<file path="config.mk">
export PLATFORM = sky130hd
export DESIGN_NAME = nv_data_ctrl
export DESIGN_NICKNAME = d
export VERILOG_FILES = /design/src/rtl/nvd_pkg.sv /design/src/rtl/nvd_unlock.sv /design/src/rtl/nvd_wtimer.sv /design/src/rtl/nvd_store.sv /design/src/rtl/nv_data_ctrl.sv
export SDC_FILE = /design/constraint.sdc
export NUM_CORES = 1
export LEC_CHECK = 0
export BUFFER_PORTS_ARGS = -buffer_cell sky130_fd_sc_hd__buf_2
export CAP_MARGIN = 20
export CORE_MARGIN = 5
export CORE_UTILIZATION = 65
export DETAILED_ROUTE_END_ITERATION = 10
export PLACE_DENSITY = 0.78
export SYNTH_ARGS = -nofsm -noshare
export SYNTH_HDL_FRONTEND = slang
export SYNTH_SLANG_ARGS = --single-unit
</file>
<file path="constraint.sdc">
create_clock -name clk -period 3.7 [get_ports clk]
set_input_delay 0 -clock clk [delete_from_list [all_inputs] [get_ports clk]]
set_output_delay 0 -clock clk [all_outputs]
set_load 0.03 [all_outputs]
</file>
<file path="src/rtl/nvd_pkg.sv">
package nvd_pkg;

   typedef enum logic [1:0] {
      SEL_ADDR = 2'd0,
      SEL_DATA = 2'd1,
      SEL_CTRL = 2'd2,
      SEL_KEY  = 2'd3
   } nvd_sel_e;

   typedef enum logic [1:0] {
      UL_IDLE  = 2'd0,
      UL_HALF  = 2'd1,
      UL_ARMED = 2'd2
   } ul_state_e;

   localparam int CB_RD    = 0;
   localparam int CB_WR    = 1;
   localparam int CB_WREN  = 2;
   localparam int CB_DONE  = 4;
   localparam int CB_SPACE = 7;

   localparam int BYTE_W = 8;

   localparam logic [BYTE_W-1:0] KEY_FIRST  = 8'h55;
   localparam logic [BYTE_W-1:0] KEY_SECOND = 8'hAA;

endpackage

</file>
<file path="src/rtl/nvd_unlock.sv">
module nvd_unlock
   import nvd_pkg::*;
(
   input  logic              clk,
   input  logic              rst_n,
   input  logic              key_wr,
   input  logic [BYTE_W-1:0] key_val,
   input  logic              cancel,
   output logic              armed
);

   ul_state_e state_q, state_d;

   always_comb begin
      state_d = state_q;
      if (cancel) begin
         state_d = UL_IDLE;
      end else if (key_wr) begin
         unique case (state_q)
            UL_IDLE:  state_d = (key_val == KEY_FIRST)  ? UL_HALF  : UL_IDLE;
            UL_HALF:  state_d = (key_val == KEY_SECOND) ? UL_ARMED : UL_IDLE;
            default:  state_d = UL_IDLE;
         endcase
      end
   end

   always_ff @(posedge clk or negedge rst_n) begin
      if (!rst_n) state_q <= UL_IDLE;
      else        state_q <= state_d;
   end

   assign armed = (state_q == UL_ARMED);

   AST_ARM_NEEDS_HALF: assert property (@(posedge clk) disable iff (!rst_n)
      (state_q == UL_ARMED && $past(state_q) != UL_ARMED) |-> ($past(state_q) == UL_HALF && $past(key_wr) && $past(key_val) == KEY_SECOND));
   AST_CANCEL_IDLE: assert property (@(posedge clk) disable iff (!rst_n)
      cancel |=> state_q == UL_IDLE);

endmodule

</file>
<file path="src/rtl/nvd_wtimer.sv">
module nvd_wtimer #(
   parameter int CYCLES = 16
) (
   input  logic clk,
   input  logic rst_n,
   input  logic start,
   output logic busy,
   output logic finish
);

   localparam int CW = (CYCLES > 1) ? $clog2(CYCLES) : 1;
   localparam logic [CW-1:0] LAST = CW'(CYCLES - 1);

   if (CYCLES < 2) begin : g_bad_cycles
      $error("nvd_wtimer: CYCLES must be at least 2");
   end

   logic          busy_q;
   logic [CW-1:0] cnt_q;

   assign finish = busy_q && (cnt_q == LAST);
   assign busy   = busy_q;

   always_ff @(posedge clk or negedge rst_n) begin
      if (!rst_n) begin
         busy_q <= 1'b0;
         cnt_q  <= '0;
      end else if (start) begin
         busy_q <= 1'b1;
         cnt_q  <= '0;
      end else if (finish) begin
         busy_q <= 1'b0;
         cnt_q  <= '0;
      end else if (busy_q) begin
         cnt_q  <= cnt_q + 1'b1;
      end
   end

   AST_START_WHEN_IDLE: assert property (@(posedge clk) disable iff (!rst_n)
      start |-> !busy_q);
   AST_COUNT_FROM_ZERO: assert property (@(posedge clk) disable iff (!rst_n)
      $rose(busy_q) |-> cnt_q == '0);
   AST_COUNT_STEP: assert property (@(posedge clk) disable iff (!rst_n)
      (busy_q && $past(busy_q) && !$past(finish)) |-> cnt_q == $past(cnt_q) + 1'b1);

endmodule

</file>
<file path="src/rtl/nvd_store.sv">
module nvd_store
   import nvd_pkg::*;
#(
   parameter int AW    = 6,
   parameter int DEPTH = 64
) (
   input  logic              clk,
   input  logic              rst_n,
   input  logic              we,
   input  logic [AW-1:0]     addr,
   input  logic [BYTE_W-1:0] wdata,
   output logic [BYTE_W-1:0] rdata
);

   localparam int SPAN = 1 << AW;

   if (DEPTH < 1 || DEPTH > SPAN) begin : g_bad_depth
      $error("nvd_store: DEPTH must lie in 1 .. 2**AW");
   end

   logic [BYTE_W-1:0] mem_q [DEPTH];

   if (DEPTH == SPAN) begin : g_full
      assign rdata = mem_q[addr];
      always_ff @(posedge clk or negedge rst_n) begin
         if (!rst_n) begin
            for (int i = 0; i < DEPTH; i++) mem_q[i] <= '0;
         end else if (we) begin
            mem_q[addr] <= wdata;
         end
      end
   end else begin : g_partial
      logic in_range;
      assign in_range = (int'(addr) < DEPTH);
      assign rdata    = in_range ? mem_q[addr] : '0;
      always_ff @(posedge clk or negedge rst_n) begin
         if (!rst_n) begin
            for (int i = 0; i < DEPTH; i++) mem_q[i] <= '0;
         end else if (we && in_range) begin
            mem_q[addr] <= wdata;
         end
      end
   end

endmodule

</file>
<file path="src/rtl/nv_data_ctrl.sv">
module nv_data_ctrl
   import nvd_pkg::*;
#(
   parameter int AW        = 6,
   parameter int DEPTH     = 64,
   parameter int WR_CYCLES = 16
) (
   input  logic       clk,
   input  logic       rst_n,
   input  logic       bus_wr,
   input  logic [1:0] bus_sel,
   input  logic [7:0] bus_wdata,
   output logic [7:0] bus_rdata,
   output logic       busy,
   output logic       done_irq
);

   if (AW < 1 || AW > BYTE_W) begin : g_bad_aw
      $error("nv_data_ctrl: AW must lie in 1 .. 8");
   end

   logic [AW-1:0]     addr_q;
   logic [BYTE_W-1:0] data_q;
   logic              space_q, wren_q, flag_q, rd_q;
   logic [BYTE_W-1:0] mem_rdata;
   logic              armed, finish, start, rd_set;
   logic              wr_addr, wr_data, wr_ctrl, wr_key, key_ok, cancel;
   logic              unused_bits;

   assign unused_bits = ^{bus_wdata[6:5], bus_wdata[3]};

   assign wr_addr = bus_wr && (bus_sel == SEL_ADDR) && !busy;
   assign wr_data = bus_wr && (bus_sel == SEL_DATA) && !busy;
   assign wr_ctrl = bus_wr && (bus_sel == SEL_CTRL) && !busy;
   assign wr_key  = bus_wr && (bus_sel == SEL_KEY);
   assign key_ok  = wr_key && !busy;
   assign cancel  = bus_wr && !key_ok;

   assign start  = wr_ctrl && armed && wren_q
                   && bus_wdata[CB_WR] && !bus_wdata[CB_SPACE];
   assign rd_set = wr_ctrl && bus_wdata[CB_RD] && !bus_wdata[CB_SPACE] && !start;

   nvd_unlock i_unlock (
      .clk     (clk),
      .rst_n   (rst_n),
      .key_wr  (key_ok),
      .key_val (bus_wdata),
      .cancel  (cancel),
      .armed   (armed)
   );

   nvd_wtimer #(.CYCLES(WR_CYCLES)) i_timer (
      .clk    (clk),
      .rst_n  (rst_n),
      .start  (start),
      .busy   (busy),
      .finish (finish)
   );

   nvd_store #(.AW(AW), .DEPTH(DEPTH)) i_store (
      .clk   (clk),
      .rst_n (rst_n),
      .we    (finish),
      .addr  (addr_q),
      .wdata (data_q),
      .rdata (mem_rdata)
   );

   always_ff @(posedge clk or negedge rst_n) begin
      if (!rst_n) begin
         addr_q  <= '0;
         data_q  <= '0;
         space_q <= 1'b0;
         wren_q  <= 1'b0;
         flag_q  <= 1'b0;
         rd_q    <= 1'b0;
      end else begin
         rd_q <= rd_set;
         if (wr_addr) addr_q <= bus_wdata[AW-1:0];
         if (rd_q)         data_q <= mem_rdata;
         else if (wr_data) data_q <= bus_wdata;
         if (wr_ctrl) begin
            space_q <= bus_wdata[CB_SPACE];
            wren_q  <= bus_wdata[CB_WREN];
            if (!bus_wdata[CB_DONE]) flag_q <= 1'b0;
         end
         if (finish) flag_q <= 1'b1;
      end
   end

   always_comb begin
      unique case (bus_sel)
         SEL_ADDR: bus_rdata = BYTE_W'(addr_q);
         SEL_DATA: bus_rdata = data_q;
         SEL_CTRL: bus_rdata = {space_q, 2'b00, flag_q, 1'b0, wren_q, busy, rd_q};
         default:  bus_rdata = '0;
      endcase
   end

   assign done_irq = flag_q;

   AST_RD_ONE_CYCLE: assert property (@(posedge clk) disable iff (!rst_n)
      rd_q |=> !rd_q);
   AST_FREEZE_ADDR: assert property (@(posedge clk) disable iff (!rst_n)
      busy |=> $stable(addr_q));
   AST_FREEZE_DATA: assert property (@(posedge clk) disable iff (!rst_n)
      busy |=> $stable(data_q));
   AST_START_NEEDS_WREN: assert property (@(posedge clk) disable iff (!rst_n)
      $rose(busy) |-> $past(wren_q));
   AST_START_DATA_SPACE: assert property (@(posedge clk) disable iff (!rst_n)
      $rose(busy) |-> !space_q);
   AST_FLAG_AT_END: assert property (@(posedge clk) disable iff (!rst_n)
      $fell(busy) |-> flag_q);
   AST_WREN_HELD: assert property (@(posedge clk) disable iff (!rst_n)
      $fell(busy) |-> wren_q);
   AST_FLAG_STICKY: assert property (@(posedge clk) disable iff (!rst_n)
      (flag_q && !$past(flag_q) == 1'b0 && !wr_ctrl) |=> flag_q);

endmodule

</file>
After elaboration in Yosys (flattened, before gate mapping)
Cells that the tools add are included.

cells by class
  bitwise operators = 1
  $add $sub $neg = 1
  reduce and logical (&&, ||, !) cells = 30
  eq/ne operators = 9
  magnitude comparators = 2
  multiplexer cells = 22

operator list
  kind                 number
  $bwmux 512           1
  $bmux 8 s6           1
  $demux 8 s6          1
  $mux 8               5
  $pmux 8 s3           1
  $logic_and 1x1->1    18
  $mux 4               3
  $eq 8x7->1 const B   1
  $eq 8x8->1 const B   1
  $reduce_bool 2->1    4
  $ge 7x7->1 const B   1
  $lt 7x1->1 const B   1
  $not 6->7            1
  $eq 2x2->1 const B   3
  $mux 1               6
  $mux 2               3
  $add 4x1->4 const B  1
  $eq 2x1->1 const B   2
  $eq 4x4->1 const B   1
  $logic_not 1->1      4
  $logic_not 2->1      2
  $pmux 2 s2           1
  $reduce_bool 3->1    1
  $ne 2x1->1 const B   1
  $reduce_and 2->1     1

storage, ports and cells
  input port bits = 13
  register bits after elaboration = 537
  output and inout bits = 10

Depth between registers and ports, before layout
Gate-level depths: netlist of run 1.

  word-level depth = 9
  gate-level depth with buffers = 9
  mapped depth without buffers = 6

Modules after synthesis
A second synthesis of run 1 with hierarchy kept.

unflattened totals
  cell total of the unflattened synthesis = 1846
  area, all modules = 24816.3 um^2

modules (own cells, without submodules)
  module        area each (um^2)  cells each  times used  seq. area each (um^2)
  nvd_store     23473.8           1721        1           12812.3
  nv_data_ctrl  948.4             88          1           450.4
  nvd_wtimer    239.0             24          1           125.1
  nvd_unlock    155.1             13          1           50.0

Least setup slack after synthesis of run 1
OpenSTA, ideal clock, no wires.

  path kind = register to register
  start point = register i_timer.busy_q, in the netlist i_timer.busy
  end point = register i_store.mem_q[472] (netlist bit)
  data arrival time = 1.882 ns
  data required time = 3.575 ns
  stages on the path, launching flop included = 6
  setup slack = 1.693 ns
  period minus slack after synthesis = 2.007 ns
  path through = dfrtp_1 nand4_2 or3_1 buf_6 nor2_8 mux2_2

on the way
  longest elaborated chain between the ends = 1

ends and longest elaborated chain
  element                         line              source
  start: declaration              nvd_wtimer.sv:18  logic busy_q;
  start signal: assignment        nvd_wtimer.sv:26  busy_q <= 1'b0;
  start signal: assignment        nvd_wtimer.sv:29  busy_q <= 1'b1;
  start signal: assignment        nvd_wtimer.sv:32  busy_q <= 1'b0;
  $logic_and 1x1->1               nvd_wtimer.sv:21  assign finish = busy_q && (cnt_q == LAST);
  end signal: indexed assignment  nvd_store.sv:29   mem_q[addr] <= wdata;
  end: declaration                nvd_store.sv:21   logic [BYTE_W-1:0] mem_q [DEPTH];

No other way between the ends.
A chain may end at the register's enable or synchronous reset.

Worst setup path in the final report of run 1
  start point = register addr_q[0]
  end point = register data_q[1]

on the way
  longest elaborated chain between the ends = 5

ends and longest elaborated chain
  element                                    line                source
  start: declaration                         nv_data_ctrl.sv:22  logic [AW-1:0] addr_q;
  start signal: assignment                   nv_data_ctrl.sv:79  if (wr_addr) addr_q <= bus_wdata[AW-1:0];
  $not 6->7 (not written as such)            nvd_store.sv:24     assign rdata = mem_q[addr];
  $bmux 8 s6                                 nvd_store.sv:24
  $mux 8 (not written as such) (2 in a row)  nvd_store.sv:24
  $mux 8                                     nv_data_ctrl.sv:80  if (rd_q) data_q <= mem_rdata;
  end signal: assignment                     nv_data_ctrl.sv:80
  end signal: assignment                     nv_data_ctrl.sv:81  else if (wr_data) data_q <= bus_wdata;
  end: declaration                           nv_data_ctrl.sv:23  logic [BYTE_W-1:0] data_q;

No other way between the ends. The select of a mux whose other input is x is not followed.

==> impl_results.md, run 1 <==
* Initial drt markers at 1,311
* Share of layout cells above drive strength 1 at 0.4879
* Most common cell after layout, fill and taps aside: mux2_2
* Post-Place Worst Slack at 0.5423 ns
* CTS tree: yes
* Core Region at 0.03856 mm²
* Pleak at 13.72 nW
* Post-synth EDFFs at 0
* Crit path time final at 3.155 ns
* Leading area contributor after synthesis: dfrtp_1
* IO buf count at 22
* Pwr Total at 13.37 mW
* Area growth syn-to-layout at 10.52%
* Unrepaired setup endpoints after global routing: no
* Status: completed
* Die area at 0.04290 mm²
* Worst-skew pair later-pin latency at 0.61 ns
* Slew @ Worst Pin at 1.141 ns
* Switching fraction of total power at 0.2685
* Worst EP arrival at 3.63 ns
* WL final at 60,250 µm
* Sw power at 3.590 mW
* DR vias/cell at 6.536
* H-tree Lvls at 2
* WL per Instance at 25.86 µm
* Layout Nets at 1,786
* Top FF cell, synth: dfrtp_1
* Sequential share of the synthesized area at 0.5321
* Post-DP HPWL at 38,480 µm
* Part of the cycle the worst path needs at 0.8528
* Number of max-cap violations at 0
* Logic pwr share at 0.113
* Netlist cell types at 49
* Setup ws final at 0.5445 ns
* Critical Path Fanout Max at 52
* Register share of total power at 0.465
* Slew headroom at 0.2391
* Syn Area/Cell at 14.47 µm²
* Gr usage total at 0.2852
* Max-slew violation count at 0
* CP Cell Sequence: buf_12 > buf_4 > mux4_2 > nor2_1 > o31ai_1 > a21oi_1 > a31oi_1
* FFs w/ async S/R, synth at 1.000
* CP max-delay cell: dfrtp_4
* Boundary Pins at 23
* GPL Wtd Cong at 0.8889
* Critical path class: flip-flop to flip-flop
* # rows at 72
* Data required time of the worst path at 4.18 ns
* Sink Count at 537
* Clock network fraction of design power at 0.422
* Antenna-violating nets left at 0
* Synth Register Bits at 537
* Number of global-route vias before repair at 15,950
* Clock transition at path regs at 0.06 ns
* Height of the die at 207.1 µm
* Num CTS Buffers at 55
* Vias at 15,229
* Commonest non-fill, non-tap cells in the layout: mux2_2 (566), dfrtp_1 (526), mux4_2 (66)
* Starting Density at 0.6550
* Sum Neg Setup Slack at 0 ns
* Nature of the critical path startpoint: flip-flop
* Min-Delay Path Class: input port to asynchronous set/reset pin
* # setup viols final at 0
* Max Clk Rate at 316.9 MHz
* Chip width at 207.1 µm
* Area share of the largest cell type after synthesis at 0.5321
* Clock skew at 0.02421 ns
* Drt drc at 0
* Maximum number of pins on one net before global-route repair at 99
* Final Hold Fails at 0
* Post-synth net total at 1,760
* Internal power at 9.780 mW
* Diode count at 0
* Area contributors post-synth: dfrtp_1 (53%), mux2_2 (25%), mux4_2 (5.9%)
* Congestion Overflow GR at 0
* CP Capture Type: flip-flop
* Worst VDD drop at 0.4329 mV
* Mapped Area at 0.02526 mm²
* Crit path largest cell delay at 0.93 ns
* Yosys warning count at 0
* First-pass GRT wire length at 96,800 µm
* Max Buffers Root-to-Sink at 3
* CTS Root Cell: clkbuf_16
* DR pass1 iterations at 5
* Antenna violations before repair at 1
* Synthesized netlist cell count at 1,746
* PD cells at 479.0 mW/mm²
-- logic make-up (layout without fill, tap and decap cells) --
| logic type | count (synthesis) | count (layout) | share of synthesized area |
|---|---|---|---|
| compound gates | 147 | 147 | 0.03993 |
| xor+xnor | 1 | 1 | 0.0003468 |
| fa+ha+maj | 1 | 1 | 0.0004953 |
| buf+inv | 134 | 200 | 0.02700 |
| flops | 537 | 537 | 0.5321 |
| mux | 710 | 710 | 0.3441 |
| simple gates | 216 | 216 | 0.05613 |
-- metrics by stage --
step                        util  instance area [µm²]  hold slack [ns]  cells
after floorplan                -                25260          -0.2956   1746
after detailed placement  0.6706                25860          0.09274   2213
after global routing      0.7240                27910          0.09131   2330
after global placement    0.6706                25860          0.08582   2213
after CTS                 0.7235                27890          0.05323   2329
final                     0.7240                27910          0.01547   2330
-- flip-flops by register name (all words and copies together), names as in the netlist --
signal	cells
i_unlock.state_q	2
done_irq	1
i_timer.busy	1
i_timer.cnt_q	4
addr_q	6
wren_q	1
data_q	8
space_q	1
i_store.mem_q	512
rd_q	1
-- Yosys cell counts (all sizes together), types with 11 or more instances --
library cell and instances:
o22ai 41, a211oi 29, mux2i 39, mux2 605, dfrtp 537, a21oi 15, nor2 67, clkbuf 77
buf 53, nor4 11, nand2 64, nor2b 35, o21ai 14, a2111oi 28, mux4 66
-- worst paths after layout --
check / from / end / slack, ns / cells after the start
setup / recovery: addr_q[0]$_DFFE_PN0P_ / data_q[1]$_DFFE_PN0P_ / 0.54 / 7
hold / removal: rst_n / i_store.mem_q[87]$_DFFE_PN0P_ / 0.02 / 2
setup reg to reg: addr_q[0]$_DFFE_PN0P_ / data_q[1]$_DFFE_PN0P_ / 0.54 / 7
hold reg to reg: i_store.mem_q[478]$_DFFE_PN0P_ / i_store.mem_q[478]$_DFFE_PN0P_ / 0.49 / 1
max in group asynchronous: rst_n / i_store.mem_q[213]$_DFFE_PN0P_ / 2.40 / 4
min in group clk: bus_wdata[7] / space_q$_DFFE_PN0N_ / 0.27 / 3
-- critical path: cells and delay by family (launching register included) --
kind | cells | cell delay (ns)
AO/OA/AOI/OAI | 3 | 0.63
buffers and inverters | 2 | 0.73
flip-flops | 1 | 0.93
multiplexers | 1 | 0.53
AND/OR/NAND/NOR | 1 | 0.13
-- per-layer routing --
layer / vias up / global-route usage / part of all wire / routed length (µm)
li1: 6515 / - / - / -
met1: 8031 / 0.4171 / 0.43 / 25710
met2: 564 / 0.4395 / 0.47 / 28480
met3: 117 / 0.05295 / 0.069 / 4154
met4: 2 / 0.09622 / 0.031 / 1893
met5: - / 0 / 0.00022 / 13
-- layout make-up --
class,instances,area [µm²]
Clock inverter,12,207.7
Sequential cell,537,13450
Multi-Input combinational cell,1075,11140
Clock buffer,85,1640
Inverter,4,15.01
Timing Repair Buffer,99,808.3
Tap cell,518,648.1
Fill cell,2510,10640
-- power groups by stage --
stage               logic, mW  clock network (mW)  registers (mW)
floorplan                1.12                   0            6.04
CTS                      1.47                5.73            6.24
global route             1.61                5.97            6.22
detailed placement       1.44                   0            6.34
global placement         1.43                   0            6.33
finish                   1.51                5.64            6.21
-- repair_timing --
| action | CTS | global route |
|---|---|---|
| gates resized for setup | 0 | 0 |
| setup buffers | 0 | 0 |
| endpoints found under the hold margin | 113 | 0 |
| endpoints found under the setup margin | 0 | 0 |
| hold buffers | 19 | 0 |
(Power assumes the default switching activity.)
==> run 2, diff against run 1 <==
--- a/config.mk
+++ b/config.mk
@@ -5,12 +5,14 @@
 export SDC_FILE = /design/constraint.sdc
 export NUM_CORES = 1
 export LEC_CHECK = 0
+export ABC_CLOCK_PERIOD_IN_PS = 3700
 export BUFFER_PORTS_ARGS = -buffer_cell sky130_fd_sc_hd__buf_2
 export CAP_MARGIN = 20
 export CORE_MARGIN = 5
 export CORE_UTILIZATION = 65
 export DETAILED_ROUTE_END_ITERATION = 10
 export PLACE_DENSITY = 0.78
+export RECOVER_POWER = 25
 export SYNTH_ARGS = -nofsm -noshare
 export SYNTH_HDL_FRONTEND = slang
 export SYNTH_SLANG_ARGS = --single-unit
==> run 2 against run 1 <==
Net effect:
- the run now ends with max-capacitance violations, max-slew violations left
- largest cell class unchanged
- clock skew hardly changed
- sequential share of layout area hardly changed
- flip-flop and latch count stayed put
- highest routed layer unchanged
- worst hold slack better by 0.27 ns
- total power hardly changed
- first-iteration DRC count is 0.31% higher
- critical path depth stayed put
- sequential power hardly changed
- cell area hardly changed
- register-to-register slack hardly changed
- utilization hardly changed
==> impl_results.md, run 2 (synthesis results as in run 1) <==
* Antenna violations before repair at 1 (unchanged)
* Maximum number of pins on one net before global-route repair at 99 (unchanged)
* Unrepaired setup endpoints after global routing: no
* Drt drc at 0 (unchanged)
* Pleak at 13.72 nW (about the same)
* Critical path class: flip-flop to flip-flop
* IO buf count at 22 (unchanged)
* # setup viols final at 0 (unchanged)
* Boundary Pins at 23 (unchanged)
* Worst VDD drop at 0.4335 mV (+0.15%)
* Clock transition at path regs at 0.06 ns (about the same)
* Max-slew violation count at 96 (+96)
* Sum Neg Setup Slack at 0 ns (unchanged)
* Sink Count at 537 (unchanged)
* Critical Path Fanout Max at 52 (unchanged)
* Gr usage total at 0.2852 (unchanged)
* Max Buffers Root-to-Sink at 3 (unchanged)
* CTS tree: yes
* Fillcell total at 2,511 (+0.040%)
* Worst EP arrival at 3.64 ns (about the same)
* WL final at 60,280 µm (about the same)
* Num CTS Buffers at 55 (unchanged)
* CP Capture Type: flip-flop
* Part of the cycle the worst path needs at 0.8535 (about the same)
* Starting Density at 0.6550 (unchanged)
* Slew @ Worst Pin at 2.697 ns (+1.556 ns)
* WL per Instance at 25.87 µm (about the same)
* Data required time of the worst path at 4.18 ns (about the same)
* CTS resizes at 0 (unchanged)
* Clock skew at 0.02448 ns (+0.0002733 ns)
* # rows at 72 (unchanged)
* Max reg flops at 512 (unchanged)
* Area growth syn-to-layout at 10.47% (about the same)
* Die area at 0.04290 mm² (unchanged)
* Nature of the critical path startpoint: flip-flop
* First-pass GRT wire length at 96,800 µm (unchanged)
* Pwr Total at 13.37 mW (about the same)
* Vias at 15,238 (+0.059%)
* Worst-skew pair later-pin latency at 0.61 ns (about the same)
* Min-Delay Path Class: input port to flip-flop
* Max Clk Rate at 316.7 MHz (about the same)
* Violated checks: max-capacitance violations, max-slew violations
* H-tree Lvls at 2 (unchanged)
* PD cells at 479.1 mW/mm² (about the same)
* Diode count at 0 (unchanged)
* Core Region at 0.03856 mm² (unchanged)
* Chip width at 207.1 µm (unchanged)
* Post-CTS Setup Bufs at 0 (unchanged)
* Post-DP HPWL at 38,480 µm (unchanged)
* CTS Root Cell: clkbuf_16
* DR vias/cell at 6.540 (about the same)
* Initial drt markers at 1,315 (+0.31%)
* GPL Wtd Cong at 0.8889 (unchanged)
* DR pass1 iterations at 7 (+2)
* Height of the die at 207.1 µm (unchanged)
* Share of layout cells above drive strength 1 at 0.4879 (unchanged)
* Most common cell after layout, fill and taps aside: mux2_2
* Register with the most flip-flops: i_store.mem_q
* Crit path time final at 3.158 ns (+0.002533 ns)
* Congestion Overflow GR at 0 (unchanged)
* Reg area at 0.01345 mm² (unchanged)
* Post-CTS Hold Buffers at 19 (unchanged)
* Slew headroom at -0.7983 (-1.037)
* Commonest non-fill, non-tap cells in the layout: mux2_2 (566), dfrtp_1 (526), mux4_2 (66)
* Number of max-cap violations at 1 (+1)
* Number of global-route vias before repair at 15,950 (unchanged)
* Status: finished, violations left
* Final Hold Fails at 0 (unchanged)
* Area of the multi-input gates at 0.01114 mm² (unchanged)
* Antenna-violating nets left at 0 (unchanged)
* Layout Nets at 1,786 (unchanged)
* Top flop regs: i_store.mem_q (512), data_q (8), addr_q (6)
[run 2: final timing paths]
| check | from | end | slack, ns | cells after the start |
|---|---|---|---|---|
| hold reg to reg | i_store.mem_q[478]$_DFFE_PN0P_ | i_store.mem_q[478]$_DFFE_PN0P_ | 0.49 | 1 |
| setup / recovery | addr_q[0]$_DFFE_PN0P_ | data_q[1]$_DFFE_PN0P_ | 0.54 | 7 |
| hold / removal | bus_wdata[7] | space_q$_DFFE_PN0N_ | 0.28 | 3 |
| max in group asynchronous | rst_n | addr_q[0]$_DFFE_PN0P_ | 0.97 | 2 |
| min in group asynchronous | rst_n | i_store.mem_q[87]$_DFFE_PN0P_ | 0.76 | 2 |
| setup reg to reg | addr_q[0]$_DFFE_PN0P_ | data_q[1]$_DFFE_PN0P_ | 0.54 | 7 |
[run 2: cell type report]
class,count,area share
Clock inverter,12,0.007444
Multi-Input combinational cell,1075,0.3993
Sequential cell,537,0.4822
Clock buffer,85,0.05879
Tap cell,518,0.02323
Inverter,4,0.0005381
Timing Repair Buffer,99,0.02852
[run 2: metal layers]
layer	global-route usage	up-vias	routed length, µm
li1	-	6514	-
met1	0.4171	8061	25880
met2	0.4395	557	28590
met3	0.05295	104	3992
met4	0.09622	2	1803
met5	0	-	13
[run 2: power breakdown]
group          internal [mW]  switching (mW)
registers               5.91           0.306
logic                  0.488            1.03
clock network           3.38            2.26
[run 2: metrics by stage]
stage	cell area (µm²)	utilization	instances	worst slack (ns)	hold WS, ns
after CTS	27890	0.7235	2329	0.5336	0.05323
after detailed placement	25860	0.6706	2213	0.5423	0.09274
final	27900	0.7237	2330	0.5420	0.2816
after global placement	25860	0.6706	2213	0.5290	0.08582
after floorplan	25260	-	1746	1.693	-0.2956
after global routing	27900	0.7237	2330	0.3808	0.2777
[run 2: critical path: stages (launching register included)]
cell,delay (ns)
dfrtp_4,0.93
buf_12,0.43
buf_4,0.29
mux4_2,0.53
nor2_1,0.13
o31ai_1,0.09
a21oi_1,0.41
a31oi_1,0.14
==> run 3, diff against run 2 <==
--- a/config.mk
+++ b/config.mk
@@ -5,6 +5,7 @@
 export SDC_FILE = /design/constraint.sdc
 export NUM_CORES = 1
 export LEC_CHECK = 0
+export ABC_AREA = 1
 export ABC_CLOCK_PERIOD_IN_PS = 3700
 export BUFFER_PORTS_ARGS = -buffer_cell sky130_fd_sc_hd__buf_2
 export CAP_MARGIN = 20
==> run 3 against run 2 <==
Net effect:
- the run still ends with max-capacitance violations, max-slew violations left
- largest power group unchanged
- final cell count increased by 67%
- highest routed layer is now met4
- combinational power increased by 39%
- non-clock buffer count decreased by 18
- clock power about the same
- total power increased by 2.8%
==> impl_results.md, run 3 <==
* Status: finished, violations left
* Violated checks: max-capacitance violations, max-slew violations
* Number of global-route vias before repair at 21,597 (+35%)
* Gr usage total at 0.3281 (+0.04286)
* CTS Root Cell: clkbuf_16
* Critical path class: flip-flop to flip-flop
* PD cells at 490.6 mW/mm² (+2.4%)
* Reg2reg end: i_store.mem_q[316]$_DFFE_PN0P_
* Syn Area/Cell at 7.550 µm² (-48%)
* Sequential share of the synthesized area at 0.5226 (-0.009500)
* Worst VDD drop at 0.4256 mV (-1.8%)
* Max-slew violation count at 136 (+42%)
* Congestion Overflow GR at 0 (unchanged)
* Synthesized netlist cell count at 3,406 (+95%)
* Antenna-violating nets left at 0 (unchanged)
* Unrepaired setup endpoints after global routing: no
* Max reg flops at 512 (unchanged)
* Reg2Reg Setup Slack at 0.53 ns (about the same)
* Maximum number of pins on one net before global-route repair at 118 (+19%)
* Crit path time final at 3.168 ns (+0.01027 ns)
* Clock skew at 0.01498 ns (-0.009501 ns)
* Top FF cell, synth: dfrtp_1
* # rows at 72 (unchanged)
* IO buf count at 22 (unchanged)
* Sum Neg Setup Slack at 0 ns (unchanged)
* Critical R2R Launch: i_timer.cnt_q[0]$_DFFE_PN0P_
* Final Hold Fails at 0 (unchanged)
* Post-synth EDFFs at 0 (unchanged)
* Share of layout cells above drive strength 1 at 0.05664 (-0.4312)
* Core Region at 0.03892 mm² (+0.93%)
* Clock transition at path regs at 0.06 ns (about the same)
* Commonest cells post-synth: nand2_1 (1,184), o21ai_0 (582), dfrtp_1 (537)
* Post-CTS Hold Buffers at 16 (-3)
* Slew headroom at -0.1859 (+0.6123)
* Layout Nets at 3,344 (+87%)
* GPL Wtd Cong at 0.9210 (+3.6%)
* First-pass GRT wire length at 116,100 µm (+20%)
* # setup viols final at 0 (unchanged)
* Leading area contributor after synthesis: dfrtp_1
* Die area at 0.04364 mm² (+1.7%)
* Starting Density at 0.6608 (+0.005734)
* Synth Register Bits at 537 (unchanged)
* DR vias/cell at 5.759 (-12%)
* Final hold slack at 0.002955 ns (-0.2786 ns)
* Part of the cycle the worst path needs at 0.8563 (+0.002775)
* Area contributors post-synth: dfrtp_1 (52%), nand2_1 (17%), o21ai_0 (11%)
* Nature of the critical path startpoint: flip-flop
* Pwr Total at 13.74 mW (+2.8%)
* Number of max-cap violations at 2 (+1)
* Antenna violations before repair at 0 (-1)
* Pleak at 13.37 nW (-2.6%)
* Drt drc at 0 (unchanged)
* CP Capture Type: flip-flop
* Most numerous cell in the Yosys netlist: nand2_1
* Max Clk Rate at 315.6 MHz (-0.32%)
* Slew @ Worst Pin at 1.779 ns (-0.9185 ns)
* Worst reg2reg path depth at 7 (unchanged)
* Vias at 22,403 (+47%)
* CP max-delay cell: nor2_2
* Area growth syn-to-layout at 8.913%
* DR pass1 iterations at 6 (-1)
* Area share of the largest cell type after synthesis at 0.5226 (-0.009500)
* Boundary Pins at 23 (unchanged)
* Top cell by count, worst path: nand2_1
* CTS tree: yes
* Max Buffers Root-to-Sink at 3 (unchanged)
* Most common cell after layout, fill and taps aside: nand2_1
* Diode count at 0 (unchanged)
* Register with the most flip-flops: i_store.mem_q
* FFs w/ async S/R, synth at 1.000 (unchanged)
* Height of the die at 208.9 µm (+0.86%)
* Critical Path Fanout Max at 16 (-69%)
* Chip width at 208.9 µm (+0.86%)
* Initial drt markers at 2,547 (+94%)
* WL final at 71,380 µm (+18%)
* Post-CTS Setup Bufs at 0 (unchanged)
* Worst-skew pair later-pin latency at 0.61 ns (about the same)
* H-tree Lvls at 2 (unchanged)
* Sink Count at 537 (unchanged)
* Top flop regs: i_store.mem_q (512), data_q (8), addr_q (6)
* Final core utilization at 0.7197 (-0.003968)
* Post-DP HPWL at 43,220 µm (+12%)
* Netlist cell types at 32 (-35%)
* Crit path largest cell delay at 0.66 ns (-0.27 ns)
* CP Cell Sequence: ha_1 > nand3_1 > nor2_1 > nand2_1 > nor2_2 > nand2_1 > o21ai_0
* WL per Instance at 18.35 µm (-29%)
* Yosys warning count at 0 (unchanged)
* Post-synth net total at 3,420 (+94%)
* Commonest non-fill, non-tap cells in the layout: nand2_1 (1,184), o21ai_0 (582), dfrtp_1 (536)
* Num CTS Buffers at 55 (unchanged)
* Worst EP arrival at 3.66 ns (+0.02 ns)
* Data required time of the worst path at 4.19 ns (about the same)
* CTS resizes at 0 (unchanged)
* Mapped Area at 0.02572 mm² (+1.8%)
* Min-Delay Path Class: input port to asynchronous set/reset pin
==> run 3: worst max-delay path by stage <==
| stage | slack, ns | end | start | cells after the start |
|---|---|---|---|---|
| finish | 0.53 | i_store.mem_q[316]$_DFFE_PN0P_ | i_timer.cnt_q[0]$_DFFE_PN0P_ | 7 |
| global placement | 0.65 | i_store.mem_q[106]$_DFFE_PN0P_ | i_timer.cnt_q[0]$_DFFE_PN0P_ | 8 |
| global route | 0.41 | i_store.mem_q[316]$_DFFE_PN0P_ | i_timer.cnt_q[0]$_DFFE_PN0P_ | 7 |
| floorplan | 1.81 | i_store.mem_q[502]$_DFFE_PN0P_ | i_timer.busy$_DFFE_PN0P_ | 9 |
| CTS | 0.60 | i_store.mem_q[318]$_DFFE_PN0P_ | i_timer.cnt_q[0]$_DFFE_PN0P_ | 8 |
| detailed placement | 0.62 | i_store.mem_q[316]$_DFFE_PN0P_ | i_timer.cnt_q[0]$_DFFE_PN0P_ | 7 |
==> run 3: worst max-delay path: cells and delay by family, from the launching register on <==
kind	cells	cell delay, ns
and+or+nand+nor	5	2.07
DFF	1	0.41
AOI/OAI and AO/OA	1	0.37
adders and majority gates	1	0.20
==> run 3: layout make-up <==
type                            count  area, µm²
Sequential cell                   537      13440
Fill cell                        3065      10910
Multi-Input combinational cell   2214       9747
Clock buffer                       93       1742
Inverter                          441       1664
Timing Repair Buffer               81      660.6
Tap cell                          518      648.1
Clock inverter                      6      105.1
==> run 3: cell families after synthesis <==
| family | after synthesis | synth area share |
|---|---|---|
| buffers and inverters | 655 | 0.09930 |
| flip-flops | 537 | 0.5226 |
| XOR/XNOR | 2 | 0.0006813 |
| AO/OA/AOI/OAI | 652 | 0.1325 |
| adder cells (fa/ha/maj) | 1 | 0.0004865 |
| AND/OR/NAND/NOR | 1559 | 0.2445 |
==> run 3: stage by stage <==
stage | setup slack (ns) | instances | instance area, µm²
global route | 0.4051 | 3890 | 28010
floorplan | 1.813 | 3406 | 25720
detailed placement | 0.6249 | 3775 | 26040
finish | 0.5317 | 3890 | 28010
CTS | 0.6008 | 3890 | 28050
global placement | 0.6506 | 3774 | 26040
==> run 3: per-layer routing <==
metal / up-vias / GRT usage / wire length [µm]
met5: - / 0 / 0
met4: 0 / 0.1042 / 2305
met3: 167 / 0.06284 / 6965
met2: 1093 / 0.5118 / 32350
met1: 10670 / 0.4726 / 29760
li1: 10473 / - / -
==> run 3: where the power goes <==
part	switching, mW	total (mW)	internal [mW]
clock network	2.28	5.66	3.38
logic	1.63	2.10	0.468
registers	0.0779	5.98	5.91
total	3.99	13.7	9.75
